`config.mk`:
```
export PLATFORM = sky130hd
export DESIGN_NAME = hold_rdy_pin_ctrl
export DESIGN_NICKNAME = d
export VERILOG_FILES = /design/src/rtl/hrb_pkg.sv /design/src/rtl/hrb_sync.sv /design/src/rtl/hrb_hold_track.sv /design/src/rtl/hrb_pin_mux.sv /design/src/rtl/hold_rdy_pin_ctrl.sv
export SDC_FILE = /design/constraint.sdc
export NUM_CORES = 1
export LEC_CHECK = 0
export BUFFER_PORTS_ARGS = -buffer_cell sky130_fd_sc_hd__buf_2
export CAP_MARGIN = 30
export CELL_PAD_IN_SITES_DETAIL_PLACEMENT = 0
export CELL_PAD_IN_SITES_GLOBAL_PLACEMENT = 1
export CORE_AREA = 2 2 39 41
export CTS_CLUSTER_SIZE = 28
export DETAILED_ROUTE_END_ITERATION = 10
export DIE_AREA = 0 0 41 43
export PLACE_DENSITY_LB_ADDON = 0.1
export SLEW_MARGIN = 30
export SYNTH_ARGS = -nofsm -noshare
export SYNTH_HDL_FRONTEND = slang
export SYNTH_SLANG_ARGS = --single-unit
```
`constraint.sdc`:
```
create_clock -name clk -period 1 [get_ports clk]
set_input_delay 0.1 -clock clk [delete_from_list [all_inputs] [get_ports clk]]
set_output_delay 0.1 -clock clk [all_outputs]
set_load 0.05 [all_outputs]
```
`src/rtl/hrb_pkg.sv`:
```
package hrb_pkg;
  typedef enum logic [1:0] {
    PM_HOLD  = 2'b00,
    PM_NC    = 2'b01,
    PM_RB_OD = 2'b10,
    PM_RB_PP = 2'b11
  } pin_mode_e;

  localparam pin_mode_e PM_RESET = PM_NC;
endpackage

```
`src/rtl/hrb_sync.sv`:
```
module hrb_sync #(
  parameter int   STAGES  = 2,
  parameter logic RST_VAL = 1'b1
) (
  input  logic clk,
  input  logic rst_n,
  input  logic d,
  output logic q
);
  logic [STAGES-1:0] chain;

  always_ff @(posedge clk or negedge rst_n) begin
    if (!rst_n) chain <= {STAGES{RST_VAL}};
    else        chain <= {chain[STAGES-2:0], d};
  end

  assign q = chain[STAGES-1];
endmodule

```
`src/rtl/hrb_hold_track.sv`:
```
module hrb_hold_track (
  input  logic clk,
  input  logic rst_n,
  input  logic hold_mode,
  input  logic cs_n,
  input  logic sck,
  input  logic pad_s,
  output logic held
);
  logic pad_q;
  logic fall, rise, window;

  assign fall   = pad_q & ~pad_s;
  assign rise   = ~pad_q & pad_s;
  assign window = ~cs_n & ~sck;

  always_ff @(posedge clk or negedge rst_n) begin
    if (!rst_n) begin
      pad_q <= 1'b1;
      held  <= 1'b0;
    end else begin
      pad_q <= pad_s;
      if (cs_n || !hold_mode)   held <= 1'b0;
      else if (window && fall)  held <= 1'b1;
      else if (window && rise)  held <= 1'b0;
    end
  end

  // deselect clears hold
  a_r8_deselect_clears: assert property (@(posedge clk) disable iff (!rst_n)
    cs_n |=> !held);
  // hold only lives in hold mode
  a_r10_mode_clears: assert property (@(posedge clk) disable iff (!rst_n)
    !hold_mode |=> !held);
  // no change while SCK is high
  a_r7_sck_high_stable: assert property (@(posedge clk) disable iff (!rst_n)
    (sck && !cs_n && hold_mode) |=> $stable(held));
endmodule

```
`src/rtl/hrb_pin_mux.sv`:
```
module hrb_pin_mux
  import hrb_pkg::*;
(
  input  logic      clk,
  input  logic      rst_n,
  input  pin_mode_e mode,
  input  logic      busy,
  input  logic      held,
  input  logic      cs_n,
  input  logic      so_int,
  input  logic      so_int_oe,
  output logic      shift_en,
  output logic      so_out,
  output logic      so_oe,
  output logic      pad_out,
  output logic      pad_oe
);
  always_comb begin
    pad_out = 1'b0;
    pad_oe  = 1'b0;
    unique case (mode)
      PM_RB_PP: begin pad_out = ~busy; pad_oe = 1'b1; end
      PM_RB_OD: begin pad_out = 1'b0;  pad_oe = busy; end
      default:  begin pad_out = 1'b0;  pad_oe = 1'b0; end
    endcase
  end

  assign shift_en = ~cs_n & ~held;
  assign so_out   = so_int;
  assign so_oe    = so_int_oe & ~held;

  // open drain never drives high
  a_r3_od_low_only: assert property (@(posedge clk) disable iff (!rst_n)
    (mode == PM_RB_OD && pad_oe) |-> !pad_out);
  // no pad drive in input or unused modes
  a_r4_no_drive: assert property (@(posedge clk) disable iff (!rst_n)
    (mode == PM_HOLD || mode == PM_NC) |-> !pad_oe);
  // held silences SO and shifting
  a_r5_held_quiet: assert property (@(posedge clk) disable iff (!rst_n)
    held |-> (!so_oe && !shift_en));
endmodule

```
`src/rtl/hold_rdy_pin_ctrl.sv`:
```
module hold_rdy_pin_ctrl
  import hrb_pkg::*;
#(
  parameter int SYNC_STAGES = 2
) (
  input  logic       clk,
  input  logic       rst_n,
  input  logic       cfg_we,
  input  logic [1:0] cfg_mode,
  input  logic       cs_n,
  input  logic       sck,
  input  logic       pad_in,
  input  logic       so_int,
  input  logic       so_int_oe,
  input  logic       busy,
  output logic       shift_en,
  output logic       so_out,
  output logic       so_oe,
  output logic       pad_out,
  output logic       pad_oe
);
  pin_mode_e mode_q;
  logic      pad_s;
  logic      held;

  always_ff @(posedge clk or negedge rst_n) begin
    if (!rst_n)      mode_q <= PM_RESET;
    else if (cfg_we) mode_q <= pin_mode_e'(cfg_mode);
  end

  hrb_sync #(.STAGES(SYNC_STAGES), .RST_VAL(1'b1)) u_sync (
    .clk(clk), .rst_n(rst_n), .d(pad_in), .q(pad_s)
  );

  hrb_hold_track u_hold (
    .clk(clk), .rst_n(rst_n), .hold_mode(mode_q == PM_HOLD),
    .cs_n(cs_n), .sck(sck), .pad_s(pad_s), .held(held)
  );

  hrb_pin_mux u_mux (
    .clk(clk), .rst_n(rst_n), .mode(mode_q), .busy(busy), .held(held),
    .cs_n(cs_n), .so_int(so_int), .so_int_oe(so_int_oe),
    .shift_en(shift_en), .so_out(so_out), .so_oe(so_oe),
    .pad_out(pad_out), .pad_oe(pad_oe)
  );

  // mode register holds without a write
  a_r1_mode_hold: assert property (@(posedge clk) disable iff (!rst_n)
    !cfg_we |=> $stable(mode_q));
endmodule

```
### Yosys cells after proc, flatten, opt, wreduce, memory -nomap -nowiden

Cells that the tools add are included.

| word-level totals | value |
|---|---|
| input port bits | 11 |
| output and inout bits | 5 |
| logic and storage cells | 28 |
| bits in registers | 6 |

| operators by class | value |
|---|---|
| reduce and logical (&&, ||, !) cells | 6 |
| bitwise logic cells | 11 |
| muxes and demuxes | 5 |
| eq/ne operators | 2 |

Operator list:

| cell | number |
|---|---|
| $not 1->1 | 6 |
| $and 1x1->1 | 5 |
| $eq 2x2->1 const B | 2 |
| $mux 1 | 4 |
| $reduce_bool 3->1 | 1 |
| $logic_and 1x1->1 | 2 |
| $logic_not 2->1 | 1 |
| $pmux 1 s2 | 1 |
| $logic_not 1->1 | 1 |
| $logic_or 1x1->1 | 1 |

### Longest topological paths before layout

Gate-level depths: netlist of the first run.

| logic depth | value |
|---|---|
| depth after elaboration | 6 |
| depth in mapped cells | 3 |
| gate-level depth less buffers | 3 |

### By module

From an unflattened synthesis of the first run, not the netlist that was laid out.

| second synthesis, totals | value |
|---|---|
| cells, all modules | 19 |
| area total of the unflattened synthesis | 245.2 um^2 |

By module, submodules not included:

| module | cells an instance | instances | seq. area each (um^2) | area an instance (um^2) |
|---|---|---|---|---|
| hrb_hold_track | 7 | 1 | 51.3 | 81.3 |
| hold_rdy_pin_ctrl | 5 | 1 | 51.3 | 77.6 |
| hrb_sync | 2 | 1 | 52.6 | 52.6 |
| hrb_pin_mux | 5 | 1 | 0.0 | 33.8 |

### Worst setup path before layout of the first run

Ideal clock, no wire load.

| timing | value |
|---|---|
| path kind | register to output |
| from | register mode_q[0] |
| to | output port pad_out |
| data required time | 0.900 ns |
| buffers on the path | 0 |
| stages on the path, launching flop included | 3 |
| data arrival time | 1.233 ns |
| slack | -0.333 ns |
| cells stage by stage | dfstp_2 nand2_1 nor2_1 |

| on the way | value |
|---|---|
| word-level cells in the longest chain between the ends | 2 |

RTL lines:

| element | line | RTL |
|---|---|---|
| start: declaration | hold_rdy_pin_ctrl.sv:22 | `pin_mode_e mode_q;` |
| start signal: assignment | hold_rdy_pin_ctrl.sv:28 | `else if (cfg_we) mode_q <= pin_mode_e'(cfg_mode);` |
| $eq 2x2->1 | hrb_pin_mux.sv:21 | `unique case (mode)` |
| $mux 1 | hrb_pin_mux.sv:21 |  |
| end: declaration | hold_rdy_pin_ctrl.sv:19 | `output logic pad_out,` |

Every way passes these cells.

### Final worst setup path of the first run

Same ends and word-level chain as after synthesis.

==> results.cfg, run 1 <==
[setup_path]
path_max_fanout = 3
critPathCaptureType = primary output
timing_worst_setup_path_type = register to primary output
startpoint_type = register
timing.critical_path.required_ns = 0.90
critPathArrivalTime_ns = 1.10
r2r_slack_ns = 0.07

[yosys]
synthXorXnorAreaFrac_pct = 0
synthDominantCellAreaShare_pct = 42.6
async_flop_share_pct = 100
ys_seq_elements = 6
count_of_cell_types_in_the_netlist = 12
synth.net_count = 29
synth_enable_flop_cells = 0
post_synth_main_area_contributors = sky130_fd_sc_hd__dfstp_2 43%, sky130_fd_sc_hd__dfrtp_1 20%, sky130_fd_sc_hd__mux2_2 9.1%, sky130_fd_sc_hd__nor4_2 5.1%, sky130_fd_sc_hd__and2b_2 3.6%
netlist_instances = 18
synthMostInstantiatedCell = sky130_fd_sc_hd__dfstp_2
post_synth_mux_area_share_pct = 9.14
synth_compound_gate_area_share_pct = 9.14
yosys-top-cells-count = 4 x sky130_fd_sc_hd__dfstp_2, 2 x sky130_fd_sc_hd__dfrtp_1, 2 x sky130_fd_sc_hd__mux2_2, 2 x sky130_fd_sc_hd__nor2_1
post_synth_fa_ha_maj_area_fraction_pct = 0
synth_seq_area_share_pct = 62.9
synth_area_per_cell_sq_um = 13.7
synth.cell_area_sq_um = 246
yosysTopAreaCell = sky130_fd_sc_hd__dfstp_2
post_synth_top_flop = sky130_fd_sc_hd__dfstp_2
simple_gate_fraction_of_synth_area_pct = 15.7
largest_family_of_logic_cells_by_synthesized_area = simple AND/OR/NAND/NOR gates
synthesis.yosys.warnings = 0

[timing]
final_max_slew_viol_count = 0
rsz0062_at_grt = true
finalWorstSetupSlack_ns = -0.200
report.final.hold_viol_count = 0
achievable_freq_ghz = 0.833
final.period_utilization_pct = 120
worst_clock_skew_ns = 0.00881
max_slew.worst_pin.slew_ns = 0.184
layout_min_cycle_time_ns = 1.20
setup_total_negative_slack_ns = -0.538
report.final.setup_viol = 4
relSlewSlack_pct = 87.6

[placement]
gp_routability_congestion = 0.601
numPlacedInstances = 47
numPortBuffers = 13
dp_hpwl_um = 373
dpl_worst_slack_ns = -0.00940

[status]
status = complete, but fails checks
violations = setup timing

[cts]
cts-root-buf = sky130_fd_sc_hd__clkbuf_4
clock_tree.htree_level_count = 1
clk_path_buf_depth = 2
cts.clk_slew.worst_paths_ns = 0.05
clock_tree_from_tritoncts = yes
clk_latency_ns = 0.25
tritoncts.num_buffers = 3
numClockSinks = 6

[die]
ios = 16
floorplan.core_area_sq_mm = 0.00138
core.rowCount = 14
chipHeight_um = 43
chip_width_um = 41
floorplan.initialDensity_pct = 17.8
die_area_sq_mm = 0.00176

[global_route]
grt_first_pass_wirelength_um = 814
track_usage_pct = 7.57
first_global_vias = 218
antenna_found_initial = 0
globalRouteOverflowTotal = 0
pin_count_of_the_biggest_net_entering_global_routing = 7

[run]
max-cap-violations = 0

[routing]
drt_drc_violations_left = 0
postRouteAntennaNets = 0
drt_iter0_markers = 1
per_cell_routed_wire_length_um = 8.74
routed-via-count = 208
drtPass1Iterations = 2
routed_via_density = 3.92
route.final.wire_length_um = 463

[cells_and_area]
final_layout_size_suffix_gt1_share_pct = 78.4
antenna_cells = 0
flow.area_growth_from_synthesis_pct = 68.0
fin_cells = 53
filler_cell_count = 158
fin_nets = 49

[power]
static-leakage-power_nw = 0.183
vdd_drop_max_v = 0.000577
power.density_cell_area_mw_per_mm2 = 1600
seq_power_share_pct = 41.8
total_switching_power_mw = 0.181
pwr-share-clk_pct = 37.3
internal_power_of_the_cells_mw = 0.483
p_comb_share_pct = 20.9
totalPowerFinal_mw = 0.664
switching_share_pct = 27.3

[min_path]
min_path_type = input port to register
-- worst paths after layout --
path,depth (start not counted),start,end
max reg2reg,3,u_sync.chain[1],u_hold.held
max in group asynchronous,2,rst_n,u_sync.chain[1]
min,2,cs_n,u_hold.held
min in group asynchronous,2,rst_n,u_hold.held
max,3,mode_q[0],pad_out
min reg2reg,0,u_sync.chain[0],u_sync.chain[1]
-- cell usage in the layout (no fill, tap or decap), types with 2 or more instances in the layout --
cell type / Yosys / final
sky130_fd_sc_hd__buf_2: 0 / 9
sky130_fd_sc_hd__dfstp_2: 4 / 4
sky130_fd_sc_hd__buf_6: 0 / 4
sky130_fd_sc_hd__clkbuf_4: 0 / 3
sky130_fd_sc_hd__nor2_2: 0 / 2
sky130_fd_sc_hd__mux2_2: 2 / 2
sky130_fd_sc_hd__dlygate4sd3_1: 0 / 2
sky130_fd_sc_hd__dfrtp_1: 2 / 2
-- layout make-up --
cell class / instances / area, sq um / area share (%)
flip-flops and latches: 6 / 155 / 37.5
multi-input cells: 11 / 95.1 / 23.0
clock buffers: 4 / 26.3 / 6.34
well taps: 16 / 20.0 / 4.83
repair buffers: 16 / 118 / 28.4
-- cell families (layout without fill, tap and decap cells) --
logic type | after synthesis | after routing
AOI/OAI and AO/OA | 3 | 3
DFF | 6 | 6
buffers and inverters | 1 | 20
and+or+nand+nor | 6 | 6
muxes | 2 | 2
-- power groups by stage --
stage               clock network (mW)  registers [mW]  logic [mW]
floorplan                            0           0.280      0.0816
global placement                     0           0.280       0.114
detailed placement                   0           0.281       0.115
CTS                              0.260           0.277       0.139
global route                     0.283           0.280       0.149
finish                           0.248           0.278       0.139
-- through the flow --
stage	util (%)	area (sq um)	hold WS (ns)
2_1_floorplan	-	253	-0.196
3_3_place_gp	24.4	338	-0.0693
3_5_place_dp	24.4	338	-0.0691
4_1_cts	29.6	409	0.0276
5_1_grt	29.9	414	0.0244
6_report	29.9	414	0.0355
-- registers in the layout, indices dropped and copies added (netlist names) --
name and count:
mode_q 2, u_hold.held 1, u_hold.pad_q 1, u_sync.chain 2
-- routing by layer --
metal  global-route usage [%]  part of all wire [%]  wire length [um]  vias up
li1                         -                     -                 -       98
met1                     7.52                    39               181       93
met2                     10.6                    41               192       14
met3                     3.14                    14                63        3
met4                     8.00                   5.8                27        0
met5                        0                     0                 0        -
-- worst max-delay path, stage by stage, from the launching register on --
cell                      delay, ns
sky130_fd_sc_hd__dfstp_2       0.54
sky130_fd_sc_hd__nand2_1       0.06
sky130_fd_sc_hd__nor2_2        0.09
sky130_fd_sc_hd__buf_6         0.16
-- timing repair --
item	4_1_cts	5_1_grt
gates resized for setup	8	1
pin swaps	0	1
endpoints found under the setup margin	4	5
setup buffers	0	0
endpoints found under the hold margin	7	0
hold buffers	2	0
cloned	0	0
Note: power is estimated with default switching activity, not from simulation.
==> run 2, diff against run 1 <==
==> constraint.sdc (replaced) <==
create_clock -name clk -period 1 [get_ports clk]
set_input_delay 0.2 -clock clk [delete_from_list [all_inputs] [get_ports clk]]
set_output_delay 0.2 -clock clk [all_outputs]
set_load 0.05 [all_outputs]
==> run 2 against run 1 <==
  * The flow still finishes with violations (setup timing)
  * Maximum frequency fell by 6.6%
  * Wire length grew 11%
  * First-iteration DRC count grew 100%
  * Critical path depth stayed put
  * Global-route usage fell by 0.68 points
  * Hold slack better by 0.025 ns
  * Non-clock buffer count grew 2
  * Critical path type unchanged
  * Largest power group unchanged
  * Highest routed layer is now met3
==> results.cfg, run 2 (synthesized netlist as in run 1, its figures left out) <==
[global_route]
grt_first_pass_wirelength_um = 765
pin_count_of_the_biggest_net_entering_global_routing = 7
track_usage_pct = 6.89
antenna_found_initial = 0
globalRouteOverflowTotal = 0
first_global_vias = 214

[setup_path]
critPathCaptureType = primary output
critPathArrivalTime_ns = 1.08
critPathBufInv = 1
startpoint_type = register
path_cells = nand2_2 > nor2_4 > buf_6
worst_path_max_delay_cell = sky130_fd_sc_hd__dfstp_2
critical_path.top_delay_family = flip-flops
timing_worst_setup_path_type = register to primary output
timing.critical_path.required_ns = 0.80
slowest_delay_ns = 0.54
path_max_fanout = 3

[power]
pwr-share-clk_pct = 35.5
seq_power_share_pct = 40.8
switching_share_pct = 27.3
power.density_cell_area_mw_per_mm2 = 1470
vdd_drop_max_v = 0.000475
static-leakage-power_nw = 0.205
internal_power_of_the_cells_mw = 0.496
total_switching_power_mw = 0.186
p_comb_share_pct = 23.7

[routing]
drtPass1Iterations = 2
routed_via_density = 3.98
postRouteAntennaNets = 0
per_cell_routed_wire_length_um = 9.36
routed-via-count = 219
drt_drc_violations_left = 0
drt_iter0_markers = 2
route.final.wire_length_um = 515

[placement]
dp_hpwl_um = 406
gp_routability_congestion = 0.599
place_area_sq_um = 370
numPortBuffers = 13
numPlacedInstances = 50

[timing]
final_max_slew_viol_count = 0
worst_clock_skew_ns = 0.00965
achievable_freq_ghz = 0.778
max_slew.worst_pin.slew_ns = 0.172
final.period_utilization_pct = 128
layout_min_cycle_time_ns = 1.28
report.final.setup_viol = 5
relSlewSlack_pct = 88.4
rsz0062_at_grt = true
setup_total_negative_slack_ns = -1.04
final.hold.worst_slack_ns = 0.0603
report.final.hold_viol_count = 0
finalWorstSetupSlack_ns = -0.285

[die]
die_area_sq_mm = 0.00176
floorplan.core_area_sq_mm = 0.00138
chipHeight_um = 43
ios = 16
floorplan.initialDensity_pct = 17.8
chip_width_um = 41
core.rowCount = 14

[cells_and_area]
fin_nets = 51
final_cell_mix = 9 x sky130_fd_sc_hd__buf_2, 4 x sky130_fd_sc_hd__dfstp_2, 4 x sky130_fd_sc_hd__buf_6
layout_top_registers = mode_q (2), u_sync.chain (2)
layout_commonest_cell = sky130_fd_sc_hd__buf_2
flow.area_growth_from_synthesis_pct = 88.8
final_cell_area_excluding_filler_cells_sq_um = 465
fin_cells = 55
filler_cell_count = 145
final_layout_size_suffix_gt1_share_pct = 87.2
antenna_cells = 0

[cts]
clk_path_buf_depth = 2
clock_tree_from_tritoncts = yes
clk_latency_ns = 0.25
tritoncts.num_buffers = 3
cts.clk_slew.worst_paths_ns = 0.05
cts-root-buf = sky130_fd_sc_hd__clkbuf_4
clock_tree.htree_level_count = 1
numClockSinks = 6

[status]
status = complete, but fails checks
violations = setup timing

[min_path]
min_path_type = input port to register

[run]
max-cap-violations = 0
## run 2: cell types whose count changed in the layout (fill, tap and decap cells not counted), sizes merged
cell	before	now
dlygate4sd3	2	1
buf	14	17
## run 2: worst paths after layout
| check | startpoint | endpoint | slack [ns] | depth (start not counted) |
|---|---|---|---|---|
| worst max-delay path | mode_q[0] | pad_out | -0.28 | 3 |
| worst min-delay path | pad_in | u_sync.chain[0] | 0.06 | 1 |
| worst max register to register | u_hold.held | u_hold.held | -0.04 | 4 |
| worst min register to register | u_sync.chain[0] | u_sync.chain[1] | 0.35 | 0 |
| max in group asynchronous | rst_n | u_sync.chain[1] | 0.47 | 2 |
| min in group asynchronous | rst_n | u_hold.held | 0.30 | 2 |
## run 2: power by group through the flow
stage	combinational [mW]	clock, mW	sequential, mW
CTS	0.153	0.261	0.277
global route	0.171	0.271	0.280
floorplan	0.0851	0	0.280
detailed placement	0.131	0	0.279
finish	0.162	0.242	0.278
global placement	0.129	0	0.278
## run 2: layer usage
layer | global-route usage, % | up-vias | share of wire (%) | routed length [um]
li1 | - | 102 | - | -
met5 | 0 | - | 0 | 0
met1 | 6.95 | 106 | 38 | 197
met2 | 10.0 | 11 | 51 | 261
met3 | 1.57 | 0 | 11 | 55
met4 | 8.00 | 0 | 0 | 0
## run 2: cell type report
| class | instances | area, sq um | share of cell area [%] |
|---|---|---|---|
| Sequential cell | 6 | 155 | 33.3 |
| Timing Repair Buffer | 18 | 145 | 31.2 |
| Multi-Input combinational cell | 11 | 119 | 25.5 |
| Clock buffer | 4 | 26.3 | 5.65 |
| Tap cell | 16 | 20.0 | 4.30 |
## run 2: through the flow
stage / total power [mW] / worst slack [ns] / util [%]
after floorplan: 0.365 / -0.0832 / -
final: 0.682 / -0.285 / 33.6
after global routing: 0.722 / -0.321 / 33.6
after CTS: 0.691 / -0.300 / 31.6
after detailed placement: 0.410 / -0.128 / 26.8
after global placement: 0.407 / -0.121 / 26.8
## run 2: timing repair
action                                  CTS  global route
pin swaps                                 1             2
hold buffers                              1             0
gates cloned                              0             0
buffers inserted                          0             1
hold endpoints to repair                  6             0
endpoints found under the setup margin    5             5
resized for setup                        10             6
## run 2: worst reg2reg max path: cells and delay by family, from the launching register on
| kind | cells | cell delay [ns] |
|---|---|---|
| compound gates | 2 | 0.33 |
| buf+inv | 1 | 0.13 |
| flops | 1 | 0.41 |
| simple gates | 1 | 0.07 |
==> run 3, diff against run 2 <==
Settings changed: GPL_TIMING_DRIVEN set to 0.
==> run 3 against run 2 <==
  * The flow still finishes with violations (setup timing)
  * Maximum frequency is 1.1% lower
  * Register-to-register slack better by 0.02 ns
  * Cell area is 5.4% lower
  * Clock-buffer cell count stayed put
  * Critical path depth stayed put
  * Cell count stayed put
  * Combinational power is 3% lower
  * Worst setup slack worse by 0.014 ns
  * Sequential power hardly changed
  * Critical path type unchanged
==> results.cfg, run 3 (synthesized netlist as in run 1, its figures left out) <==
[die]
chip_width_um = 41
core.rowCount = 14
ios = 16
floorplan.initialDensity_pct = 17.8
chipHeight_um = 43
floorplan.core_area_sq_mm = 0.00138
die_area_sq_mm = 0.00176

[setup_path]
path_max_fanout = 3
critPathArrivalTime_ns = 1.10
critical_path.top_delay_family = flip-flops
timing_worst_setup_path_type = register to primary output
path_cells = nand2_2 > nor2_4 > buf_6
critPathBufInv = 1
slowest_delay_ns = 0.55
worst_path_max_delay_cell = sky130_fd_sc_hd__dfstp_2
startpoint_type = register
critPathCaptureType = primary output
timing.critical_path.required_ns = 0.80

[timing]
report.final.setup_viol = 5
layout_min_cycle_time_ns = 1.30
report.final.hold_viol_count = 0
final_max_slew_viol_count = 0
achievable_freq_ghz = 0.770
relSlewSlack_pct = 83.6
rsz0062_at_grt = true
worst_clock_skew_ns = 0.0107
final.period_utilization_pct = 130
finalWorstSetupSlack_ns = -0.299
setup_total_negative_slack_ns = -0.920
max_slew.worst_pin.slew_ns = 0.247

[placement]
gp_routability_congestion = 0.578
numPlacedInstances = 48
numPortBuffers = 14
dp_hpwl_um = 370

[global_route]
grt_first_pass_wirelength_um = 779
globalRouteOverflowTotal = 0
first_global_vias = 217
track_usage_pct = 6.81
antenna_found_initial = 0
pin_count_of_the_biggest_net_entering_global_routing = 7

[cells_and_area]
layout_commonest_cell = sky130_fd_sc_hd__buf_2
fin_cells = 55
final_cell_mix = 10 x sky130_fd_sc_hd__buf_2, 4 x sky130_fd_sc_hd__dfstp_2, 3 x sky130_fd_sc_hd__buf_4, 3 x sky130_fd_sc_hd__clkbuf_4, 3 x sky130_fd_sc_hd__buf_6
final-seq-area_sq_um = 155
final_layout_size_suffix_gt1_share_pct = 84.6
multi_input_area_sq_um = 108
flow.area_growth_from_synthesis_pct = 78.7
fin_nets = 51
antenna_cells = 0
layout_top_registers = mode_q (2), u_sync.chain (2)
filler_cell_count = 156

[cts]
clock_tree.htree_level_count = 1
cts.clk_slew.worst_paths_ns = 0.05
numClockSinks = 6
clk_path_buf_depth = 2
clk_latency_ns = 0.24
tritoncts.num_buffers = 3
clock_tree_from_tritoncts = yes
cts-root-buf = sky130_fd_sc_hd__clkbuf_4

[power]
vdd_drop_max_v = 0.000593
totalPowerFinal_mw = 0.676
static-leakage-power_nw = 0.197
power.density_cell_area_mw_per_mm2 = 1540

[routing]
drt_drc_violations_left = 0
postRouteAntennaNets = 0
routed-via-count = 210
wl_met1_um = 189
route.final.wire_length_um = 479
drt_iter0_markers = 0
drtPass1Iterations = 1
wl_met3_um = 55
per_cell_routed_wire_length_um = 8.71
routed_via_density = 3.82
highest_layer = met3
routed-wl-met2_um = 234

[status]
status = complete, but fails checks
violations = setup timing

[run]
max-cap-violations = 0

[min_path]
min_path_type = input port to register
==> run 3: cell counts in the layout (fill, tap and decap cells not counted) <==
No cell type changed its count.
==> run 3: power breakdown <==
part           internal, mW  switching (mW)  leakage, nW
logic                0.0712          0.0862        0.114
clock network         0.151          0.0877       0.0150
registers             0.267          0.0134       0.0677
==> run 3: worst paths after layout <==
| path | from | cells after the start | slack, ns | to |
|---|---|---|---|---|
| min in group asynchronous | rst_n | 2 | 0.30 | u_hold.held |
| min reg2reg | u_sync.chain[0] | 0 | 0.35 | u_sync.chain[1] |
| max reg2reg | u_hold.held | 4 | -0.02 | u_hold.held |
| max | mode_q[0] | 3 | -0.30 | pad_out |
| max in group asynchronous | rst_n | 2 | 0.47 | u_sync.chain[1] |
| min | pad_in | 1 | 0.06 | u_sync.chain[0] |
==> run 3: cell type report <==
class                           count  area share (%)
Multi-Input combinational cell     11            24.4
Clock buffer                        4            5.97
Sequential cell                     6            35.2
Timing Repair Buffer               17            28.1
Tap cell                           16            4.55
Buffer                              1            1.70
==> run 3: layer usage <==
metal  track usage, %  vias up
met4             6.00        0
li1                 -      103
met3             1.57        0
met1             7.69       96
met5                0        -
met2             10.0       11
==> run 3: what timing repair did <==
action	4_1_cts	5_1_grt
setup buffers	2	0
endpoints found under the setup margin	4	5
resized for setup	9	2
hold endpoints to repair	6	0
hold buffers	1	0
==> run 3: metrics by stage <==
step	instance area [sq um]	util [%]	setup WS [ns]	hold WS, ns
6_report	440	31.8	-0.299	0.0634
5_1_grt	440	31.8	-0.340	0.0543
4_1_cts	432	31.2	-0.307	0.0519
3_5_place_dp	353	25.5	-0.170	0.0311
3_3_place_gp	353	25.5	-0.161	0.0281
2_1_floorplan	263	-	-0.0832	-0.0956
